[src/rtl/ivec_pkg.sv]
package ivec_pkg;
  localparam int unsigned BIT_CE  = 0;
  localparam int unsigned BIT_SEL = 1;
  localparam int unsigned BIT_E2  = 5;
  localparam int unsigned BIT_E0  = 6;
  localparam int unsigned BIT_E1  = 7;

  // lock-based blocking: vectors in one region, execution in the other, lock on the executing side
  function automatic logic lock_gate_f(input logic sel, input logic lk_app,
                                       input logic lk_boot, input logic in_boot);
    return (sel && lk_app && !in_boot) || (!sel && lk_boot && in_boot);
  endfunction

  // ext_en order: [0]=int0, [1]=int1, [2]=int2
  function automatic logic [7:0] pack_reg_f(input logic [2:0] ext_en, input logic sel,
                                            input logic ce);
    logic [7:0] r;
    r = 8'h00;
    r[BIT_E0]  = ext_en[0];
    r[BIT_E1]  = ext_en[1];
    r[BIT_E2]  = ext_en[2];
    r[BIT_SEL] = sel;
    r[BIT_CE]  = ce;
    return r;
  endfunction
endpackage

[src/rtl/ivec_window.sv]
module ivec_window #(
  parameter int unsigned WIN = 4
) (
  input  logic clk,
  input  logic rst_n,
  input  logic arm,
  input  logic commit,
  input  logic retire,
  output logic win_open,
  output logic hold,
  output logic expire
);
  localparam int unsigned CW = (WIN > 1) ? $clog2(WIN) : 1;
  localparam logic [CW-1:0] START = CW'(WIN - 1);

  logic [CW-1:0] cnt_q;
  logic          open_q;
  logic          hold_q;

  assign expire = open_q && (cnt_q == '0) && !arm && !commit;

  always_ff @(posedge clk or negedge rst_n) begin
    if (!rst_n) begin
      open_q <= 1'b0;
      cnt_q  <= '0;
    end else if (arm) begin
      open_q <= 1'b1;
      cnt_q  <= START;
    end else if (commit || expire) begin
      open_q <= 1'b0;
    end else if (open_q) begin
      cnt_q <= cnt_q - 1'b1;
    end
  end

  always_ff @(posedge clk or negedge rst_n) begin
    if (!rst_n)      hold_q <= 1'b0;
    else if (commit) hold_q <= 1'b1;
    else if (retire) hold_q <= 1'b0;
  end

  assign win_open = open_q;
  assign hold     = hold_q;
endmodule

[src/rtl/ivec_gate.sv]
module ivec_gate
  import ivec_pkg::*;
(
  input  logic sel,
  input  logic lock_app,
  input  logic lock_boot,
  input  logic exec_in_boot,
  input  logic win_open,
  input  logic hold,
  output logic lock_block,
  output logic suppress
);
  assign lock_block = lock_gate_f(sel, lock_app, lock_boot, exec_in_boot);
  assign suppress   = win_open || hold || lock_block;
endmodule

[src/rtl/ivec_reloc_ctl.sv]
module ivec_reloc_ctl
  import ivec_pkg::*;
#(
  parameter int unsigned ADDR_W = 16,
  parameter int unsigned WIN    = 4
) (
  input  logic              clk,
  input  logic              rst_n,
  input  logic              wr_en,
  input  logic [7:0]        wr_data,
  output logic [7:0]        rd_data,
  input  logic [ADDR_W-1:0] boot_base,
  input  logic              retire,
  input  logic              lock_app,
  input  logic              lock_boot,
  input  logic              exec_in_boot,
  output logic [ADDR_W-1:0] vec_base,
  output logic              irq_suppress,
  output logic [2:0]        ext_irq_en
);
  logic       sel_q;
  logic [2:0] en_q;
  logic       win_open, hold, expire, lock_block;
  logic       arm, commit;

  assign arm    = wr_en && wr_data[BIT_CE];
  assign commit = wr_en && !wr_data[BIT_CE] && win_open;

  ivec_window #(.WIN(WIN)) u_win (
    .clk(clk), .rst_n(rst_n), .arm(arm), .commit(commit), .retire(retire),
    .win_open(win_open), .hold(hold), .expire(expire)
  );

  ivec_gate u_gate (
    .sel(sel_q), .lock_app(lock_app), .lock_boot(lock_boot),
    .exec_in_boot(exec_in_boot), .win_open(win_open), .hold(hold),
    .lock_block(lock_block), .suppress(irq_suppress)
  );

  always_ff @(posedge clk or negedge rst_n) begin
    if (!rst_n) begin
      sel_q <= 1'b0;
      en_q  <= '0;
    end else if (wr_en) begin
      en_q <= {wr_data[BIT_E2], wr_data[BIT_E1], wr_data[BIT_E0]};
      if (commit) sel_q <= wr_data[BIT_SEL];
    end
  end

  assign vec_base   = sel_q ? boot_base : '0;
  assign rd_data    = pack_reg_f(en_q, sel_q, win_open);
  assign ext_irq_en = en_q;
endmodule

[config.mk]
export PLATFORM = sky130hd
export DESIGN_NAME = ivec_reloc_ctl
export DESIGN_NICKNAME = d
export VERILOG_FILES = /design/src/rtl/ivec_pkg.sv /design/src/rtl/ivec_window.sv /design/src/rtl/ivec_gate.sv /design/src/rtl/ivec_reloc_ctl.sv
export SDC_FILE = /design/constraint.sdc
export NUM_CORES = 1
export LEC_CHECK = 0
export ABC_AREA = 0
export CAP_MARGIN = 20
export CORE_AREA = 2 2 45 52
export CTS_CLUSTER_DIAMETER = 30
export DETAILED_ROUTE_END_ITERATION = 16
export DIE_AREA = 0 0 47 54
export GPL_ROUTABILITY_DRIVEN = 0
export MAX_ROUTING_LAYER = met4
export PLACE_DENSITY = 0.8
export REMOVE_ABC_BUFFERS = 1
export SLEW_MARGIN = 15
export SYNTH_ARGS = -nofsm -noshare
export SYNTH_HDL_FRONTEND = slang
export SYNTH_SLANG_ARGS = --single-unit
export TNS_END_PERCENT = 50
[constraint.sdc]
create_clock -name clk -period 2.9 [get_ports clk]
set_clock_uncertainty 0.1 [all_clocks]
set_input_delay 0.58 -clock clk [delete_from_list [all_inputs] [get_ports clk]]
set_output_delay 0.58 -clock clk [all_outputs]
set_load 0.05 [all_outputs]
# After elaboration in Yosys (flattened, before gate mapping)
# Cells that the tools add are included.
dict set report word_totals {
  regBits 8
  latchBits 0
  mem_bits_rw 0
  romBits 0
  out_inout_bits 28
  memories 0
}
dict set report classes {
  n_addsub 1
  multipliers 0
  div 0
  magnitude_cmp 0
  n_eq_ne 1
  n_shift 0
  n_mux 8
  n_bitwise 0
  n_reduce_logical 25
}
# op n
set op_table {}
lappend op_table {{$mux 16} 1}
lappend op_table {{$logic_and 1x1->1} 10}
lappend op_table {{$mux 2} 3}
lappend op_table {{$reduce_bool 2->1} 3}
lappend op_table {{$logic_not 1->1} 5}
lappend op_table {{$logic_or 1x1->1} 4}
lappend op_table {{$mux 1} 4}
lappend op_table {{$reduce_and 2->1} 2}
lappend op_table {{$logic_not 2->1} 1}
lappend op_table {{$ne 2x1->1 const B} 1}
lappend op_table {{$sub 2x1->2 const B} 1}

# Depth between registers and ports, before layout
# Gate-level depths: netlist (run 1).
dict set report logic_depth {
  depth_word 8
  depth_mapped 4
  ltp_nobuf 4
}

# Cells and area by module
# A second synthesis (run 1) with hierarchy kept.
dict set report hier_totals {
  cells_unflattened 60
  hier_area_um2 574.3
}
# module instances cells_per_inst area_each_um2 seq_area_each_um2
set modules_own_cells {}
lappend modules_own_cells {ivec_reloc_ctl 1 37 339.1 100.1}
lappend modules_own_cells {ivec_window 1 18 207.7 100.1}
lappend modules_own_cells {ivec_gate 1 5 27.5 0.0}

# Least setup slack after synthesis (run 1)
# OpenSTA, ideal clock, no wires.
dict set report synth_timing {
  path_kind {input -> output}
  from {in exec_in_boot}
  to {out irq_suppress}
  arrival_time_ns 1.400
  required_time_ns 2.220
  slack_ns 0.820
  stages 2
  path_buffers 0
  path_cell_list {nand2_1 > o211ai_1}
}
dict set report synth_via {
  elab_chain_len 4
  word_cells_on_any_way 5
  classes_between {reduce/logical (5)}
}
# element line
set synth_rtl {}
lappend synth_rtl {{start: declaration} ivec_reloc_ctl.sv:16} ;# input logic exec_in_boot,
lappend synth_rtl {{$logic_not 1->1} ivec_pkg.sv:11} ;# return (sel && lk_app && !in_boot) || (!sel && lk_boot && in_boot);
lappend synth_rtl {{$logic_and 1x1->1} ivec_pkg.sv:11}
lappend synth_rtl {{$logic_or 1x1->1 (*)} ivec_pkg.sv:11}
lappend synth_rtl {{$logic_or 1x1->1 (*)} ivec_gate.sv:14} ;# assign suppress = win_open || hold || lock_block;
lappend synth_rtl {{end: declaration} ivec_reloc_ctl.sv:18} ;# output logic irq_suppress,
# Every way passes the cells marked *; elsewhere a longest branch is shown, timed or not.

# Worst setup path in the final report (run 1)
dict set report layout_timing {
  from {reg sel_q}
  to {out rd_data[1]}
}
# element line
set layout_rtl {}
lappend layout_rtl {{start: declaration} ivec_reloc_ctl.sv:21} ;# logic sel_q;
lappend layout_rtl {{start signal: assignment} ivec_reloc_ctl.sv:46} ;# if (commit) sel_q <= wr_data[BIT_SEL];
lappend layout_rtl {{end: declaration} ivec_reloc_ctl.sv:11} ;# output logic [7:0] rd_data,
# No word-level cell between the ends.

==> results of run 1 <==
==> registers in the layout, summed over array words and instances, names as in the netlist <==
| register | count |
|---|---|
| ext_irq_en | 3 |
| u_win.hold | 1 |
| u_win.win_open | 1 |
| sel_q | 1 |
| u_win.cnt_q | 2 |
==> report_power, final <==
group | switching (mW) | internal [mW]
clock network | 0.0398 | 0.0475
logic | 0.233 | 0.136
registers | 0.0241 | 0.129
total | 0.297 | 0.313
==> area by class of cell <==
type                       instances  area, um^2
clock buffer                       3        22.5
multi-input combinational         41         298
tap                               30        37.5
fill                             200        1020
inverter                           3        11.3
sequential                         8         200
timing repair buffer              52         478
==> Yosys cell counts, drive strengths merged <==
master / n / area [um^2]
a211oi: 2 / 15.0
and2: 16 / 100
and4bb: 2 / 25.0
buf: 10 / 76.3
conb: 1 / 3.75
dfrtp: 8 / 200
ha: 1 / 12.5
inv: 3 / 11.3
mux2: 4 / 48.8
nand2: 2 / 7.51
nand2b: 1 / 6.26
nand3b: 2 / 27.5
nor2: 3 / 11.3
nor3b: 2 / 15.0
o211ai: 1 / 7.51
o21ai: 2 / 10.0
==> per-layer routing <==
layer | vias to the layer above | routed length [um] | track usage [%] | share of wire (%)
li1 | 280 | - | - | -
met2 | 41 | 674 | 20.1 | 46
met3 | 2 | 271 | 6.38 | 18
met5 | - | 0 | - | 0
met4 | 0 | 13 | 5.56 | 0.88
met1 | 261 | 517 | 8.72 | 35
==> cell usage in the layout (no fill, tap or decap) <==
| cell | instances |
|---|---|
| nand2b_1 | 1 |
| o21ai_0 | 2 |
| nor3b_1 | 2 |
| a211oi_1 | 2 |
| and2_1 | 16 |
| conb_1 | 3 |
| dfrtp_1 | 8 |
| nor2_1 | 3 |
| clkbuf_4 | 3 |
| nand3b_4 | 1 |
| o211ai_1 | 1 |
| ha_1 | 1 |
| nand3b_1 | 1 |
| nand2_1 | 2 |
| clkdlybuf4s50_1 | 35 |
| and4bb_2 | 2 |
| inv_1 | 3 |
| mux2_2 | 3 |
| mux2_4 | 1 |
| buf_4 | 17 |
==> tightest hold or removal path, cell delays in order, from the launching register on <==
cell and delay, ns:
dfrtp_1 0.37, inv_1 0.06, o21ai_0 0.06
==> logic make-up after synthesis <==
logic type	synth area share, %
fa+ha+maj	2.16
simple gates	33.3
flops	34.6
buf+inv	15.2
mux	8.44
other cells	0.649
compound gates	5.63
==> path summary, 6_finish.rpt <==
kind / slack [ns] / cells past startpoint / start / end
setup / recovery: 0.49 / 1 / sel_q$_DFFE_PN0P_ / rd_data[1]
hold / removal: 0.43 / 2 / u_win.hold$_DFFE_PN0P_ / u_win.hold$_DFFE_PN0P_
setup reg to reg: 1.61 / 4 / u_win.cnt_q[0]$_DFFE_PN0P_ / u_win.cnt_q[1]$_DFFE_PN0P_
hold reg to reg: 0.43 / 2 / u_win.hold$_DFFE_PN0P_ / u_win.hold$_DFFE_PN0P_
max in group asynchronous: 1.93 / 1 / rst_n / ext_irq_en[1]$_DFFE_PN0P_
min in group asynchronous: 0.50 / 1 / rst_n / sel_q$_DFFE_PN0P_
==> reports/summary.txt, run 1 <==
Post-synthesis sequential area ratio: 34.6%
Synthesis Warnings: 0
Post-Syn Area: 578 um^2
Vias in the first global route: 464
Initial Utilization: 27.9%
Hold bufs inserted after CTS: 0
Worst-path cell chain: clkdlybuf4s50_1
Area growth from synthesis to layout: 81.2%
Max cap viols: 0
Max VDD drop: 0.000245 V
Clock Pin Slew Worst Setup and Hold Paths: 0.06 ns
CTS Buf Count: 3
Total Neg Setup Slack: 0 ns
Initial antenna violation count: 0
Vias per cell: 4.26
Worst slew pin tran: 0.506 ns
Design Area, Final: 1050 um^2
I/O Pins: 59
Status: finished clean
Crit-path max cell delay: 0.88 ns
DRT Pass-1 Iters: 2
Place WS: 0.728 ns
Wirelength, routed: 1480 um
Post-route insts no fill: 137
Crit-path slowest cell: clkdlybuf4s50_1
Core Rows: 18
Layout cell share with drive strength beyond 1: 25.2%
Leak: 0.480 nW
Pwr dens: 582 nW/um^2
Top delay family on crit path: buffers and inverters
Iteration-0 DRC Markers: 2
Root Buffer: clkbuf_4
Finished Core Util: 50.5%
Buffers & Inverters on Critical Path: 1
Period Utilization, post-route: 83.1%
Clock sink count: 8
WHS: 0.432 ns
WL/cell: 10.8 um
Max Root-Sink Buffers: 2
Post-CTS sizing: 0
Largest net degree at the start of global routing: 21
#FFs+latches synth: 8
Placed Area: 1020 um^2
Die footprint: 2540 um^2
H-Tree Depth: 1
Antenna viol nets, final: 0
Hold Path Class: register to register
Skew-Pair Late Insertion Delay: 0.26 ns
Die Ht: 54 um
Syn avg cell area: 9.63 um^2
Die X: 47 um
Fin worst setup slack: 0.492 ns
CP Launch Type: register
Min Tclk post-route: 2.41 ns
Core area: 2070 um^2
Ant diodes: 0
Nature of the critical path endpoint: output port
CTS tree: built
WP data arrival: 1.73 ns
Placed Instances: 134
Setup Viol. Count Final: 0
Largest fanout on the critical path: 20
Total power: 0.609 mW
Fmax: 415 MHz
PortBufs: 52
RSZ-0062 raised after global routing: no
Relative slew slack: 66.2%
GRT Util Overall: 11.2%
Congestion Overflow GR: 0
Hold Violations, Final: 0
Required @ worst endpoint: 2.22 ns
Slew Limit Fails: 0
NumNets Final: 141
Synth Instances: 60
Vias: 584
Synth cell types: 20
Critical path type: register to output port
Post-CTS setup buffers: 0
First-pass GRT wire length: 1910 um
Remaining DRCs: 0
(Power assumes the default switching activity.)
==> inputs of run 2 (changes only) <==
--- a/config.mk
+++ b/config.mk
@@ -7,13 +7,13 @@
 export LEC_CHECK = 0
 export ABC_AREA = 0
 export CAP_MARGIN = 20
-export CORE_AREA = 2 2 45 52
+export CORE_AREA = 2 2 49 56
 export CTS_CLUSTER_DIAMETER = 30
 export DETAILED_ROUTE_END_ITERATION = 16
-export DIE_AREA = 0 0 47 54
+export DIE_AREA = 0 0 51 58
 export GPL_ROUTABILITY_DRIVEN = 0
 export MAX_ROUTING_LAYER = met4
-export PLACE_DENSITY = 0.8
+export PLACE_DENSITY = 0.72
 export REMOVE_ABC_BUFFERS = 1
 export SLEW_MARGIN = 15
 export SYNTH_ARGS = -nofsm -noshare
==> constraint.sdc (replaced) <==
create_clock -name clk -period 2.1 [get_ports clk]
set_clock_uncertainty 0.1 [all_clocks]
set_input_delay 0.42 -clock clk [delete_from_list [all_inputs] [get_ports clk]]
set_output_delay 0.42 -clock clk [all_outputs]
set_load 0.05 [all_outputs]
==> run 2 against run 1 <==
Compared with the run above:
- global-route usage grew 1.2 points
- register-to-register slack worse by 0.83 ns
- largest cell class unchanged
- clock-buffer cell count stayed put
- highest routed layer unchanged
- cell area is 20% higher
- critical path type unchanged
==> reports/summary.txt, run 2 (synthesis results as in run 1) <==
Crit-path slowest cell: clkdlybuf4s50_1 (unchanged)
Fill cell count: 217 (was 200)
Largest net degree at the start of global routing: 21 (unchanged)
Commonest cells after routing, fill and taps aside: clkdlybuf4s50_1, buf_12, and2_1, dfrtp_1 (was clkdlybuf4s50_1, buf_4, and2_1, dfrtp_1)
CTS tree: built (unchanged)
DRT Pass-1 Iters: 4 (was 2)
Core Rows: 19 (was 18)
Wirelength, routed: 1770 um (was 1480 um)
Place WS: 0.195 ns (was 0.728 ns)
Worst-path cell chain: clkdlybuf4s50_1 (unchanged)
Clock sink count: 8 (unchanged)
Status: finished clean (unchanged)
Required @ worst endpoint: 1.58 ns (was 2.22 ns)
WP data arrival: 1.44 ns (was 1.73 ns)
I/O Pins: 59 (unchanged)
Finished Core Util: 52.3% (was 50.5%)
Placed Instances: 135 (was 134)
Initial antenna violation count: 0 (unchanged)
Crit-path max cell delay: 0.82 ns (was 0.88 ns)
Antenna viol nets, final: 0 (unchanged)
Largest register FFs: 3 (unchanged)
Max cap viols: 0 (unchanged)
Clock Pin Slew Worst Setup and Hold Paths: 0.05 ns (was 0.06 ns)
Congestion Overflow GR: 0 (unchanged)
Hold Path Class: input port to asynchronous set/reset pin (was register to register)
Min Tclk post-route: 1.96 ns
Period Utilization, post-route: 93.3%
Root Buffer: clkbuf_4 (unchanged)
Critical path type: register to output port (unchanged)
Vias: 591 (was 584)
Die footprint: 2960 um^2 (was 2540 um^2)
Vias per cell: 4.28 (was 4.26)
Die Ht: 58 um (was 54 um)
Hold bufs inserted after CTS: 0 (unchanged)
Vias in the first global route: 603 (was 464)
WHS: 0.353 ns (was 0.432 ns)
Area growth from synthesis to layout: 117% (was 81.2%)
Max VDD drop: 0.000351 V (was 0.000245 V)
Fmax: 510 MHz
Pwr dens: 790 nW/um^2 (was 582 nW/um^2)
Top delay family on crit path: buffers and inverters (unchanged)
Post-route insts no fill: 138 (was 137)
Largest fanout on the critical path: 3 (was 20)
Nature of the critical path endpoint: output port (unchanged)
Die X: 51 um (was 47 um)
Setup Viol. Count Final: 0 (unchanged)
Skew-Pair Late Insertion Delay: 0.25 ns (was 0.26 ns)
Placed Area: 1230 um^2 (was 1020 um^2)
Relative slew slack: 65.8% (was 66.2%)
Buffers & Inverters on Critical Path: 1 (unchanged)
CTS Buf Count: 3 (unchanged)
Post-CTS setup buffers: 0 (unchanged)
Max Root-Sink Buffers: 2 (unchanged)
Hpwl dp: 1480 um
Remaining DRCs: 0 (unchanged)
NumNets Final: 141 (unchanged)
Ant diodes: 0 (unchanged)
Hold Violations, Final: 0 (unchanged)
PortBufs: 52 (unchanged)
Initial Utilization: 24.1% (was 27.9%)
Post-CTS sizing: 0 (unchanged)
WL/cell: 12.8 um (was 10.8 um)
Leak: 0.544 nW (was 0.480 nW)
Total power: 0.992 mW (was 0.609 mW)
Design Area, Final: 1260 um^2 (was 1050 um^2)
Total Neg Setup Slack: 0 ns (unchanged)
RSZ-0062 raised after global routing: no (unchanged)
Slew Limit Fails: 0 (unchanged)
CP Launch Type: register (unchanged)
Layout cell share with drive strength beyond 1: 27.1% (was 25.2%)
Worst slew pin tran: 0.512 ns (was 0.506 ns)
Core area: 2400 um^2 (was 2070 um^2)
GRT Util Overall: 12.4% (was 11.2%)
Iteration-0 DRC Markers: 12 (was 2)
Commonest non-fill, non-tap cell in the layout: clkdlybuf4s50_1 (unchanged)
H-Tree Depth: 1 (unchanged)
First-pass GRT wire length: 2680 um (was 1910 um)
Fin worst setup slack: 0.141 ns (was 0.492 ns)
-- run 2: cell count changes in the layout (fill, tap and decap cells not counted) --
| cell | before | now |
|---|---|---|
| buf_12 | 0 | 17 |
| buf_4 | 17 | 2 |
| clkdlybuf4s50_1 | 35 | 33 |
-- run 2: area by class of cell --
cell class                 instances  area, um^2  share of cell area (%)
sequential                         8         200                    15.9
inverter                           3        11.3                   0.896
timing repair buffer              52         686                    54.6
tap                               31        38.8                    3.09
multi-input combinational         41         298                    23.7
clock buffer                       3        22.5                    1.79
-- run 2: metal layers --
metal	vias up	share of wire [%]	global-route usage (%)
met2	45	47	19.7
met5	-	0	-
met1	263	39	14.2
met3	2	14	5.41
met4	0	0.40	3.47
li1	281	-	-
-- run 2: worst paths after layout --
| kind | end | cells past startpoint | start | slack, ns |
|---|---|---|---|---|
| max reg2reg | u_win.cnt_q[1]$_DFFE_PN0P_ | 4 | u_win.cnt_q[0]$_DFFE_PN0P_ | 0.78 |
| min | u_win.hold$_DFFE_PN0P_ | 1 | rst_n | 0.35 |
| max in group asynchronous | ext_irq_en[1]$_DFFE_PN0P_ | 1 | rst_n | 1.28 |
| max | ext_irq_en[1] | 1 | ext_irq_en[1]$_DFFE_PN0P_ | 0.14 |
| min in group clk | u_win.hold$_DFFE_PN0P_ | 2 | u_win.hold$_DFFE_PN0P_ | 0.42 |
| min reg2reg | u_win.hold$_DFFE_PN0P_ | 2 | u_win.hold$_DFFE_PN0P_ | 0.42 |
-- run 2: report_power, final --
part	internal (mW)	total, mW	switching (mW)	leakage (nW)
Sequential	0.178	0.215	0.0379	0.0922
Combinational	0.307	0.662	0.355	0.438
Clock	0.0652	0.114	0.0491	0.0138
==> inputs of run 3 (changes only) <==
--- a/config.mk
+++ b/config.mk
@@ -15,7 +15,6 @@
 export MAX_ROUTING_LAYER = met4
 export PLACE_DENSITY = 0.72
 export REMOVE_ABC_BUFFERS = 1
-export SLEW_MARGIN = 15
 export SYNTH_ARGS = -nofsm -noshare
 export SYNTH_HDL_FRONTEND = slang
 export SYNTH_SLANG_ARGS = --single-unit
==> results of run 3 <==
The final DEF is identical to that of run 2; final timing and power are the same.
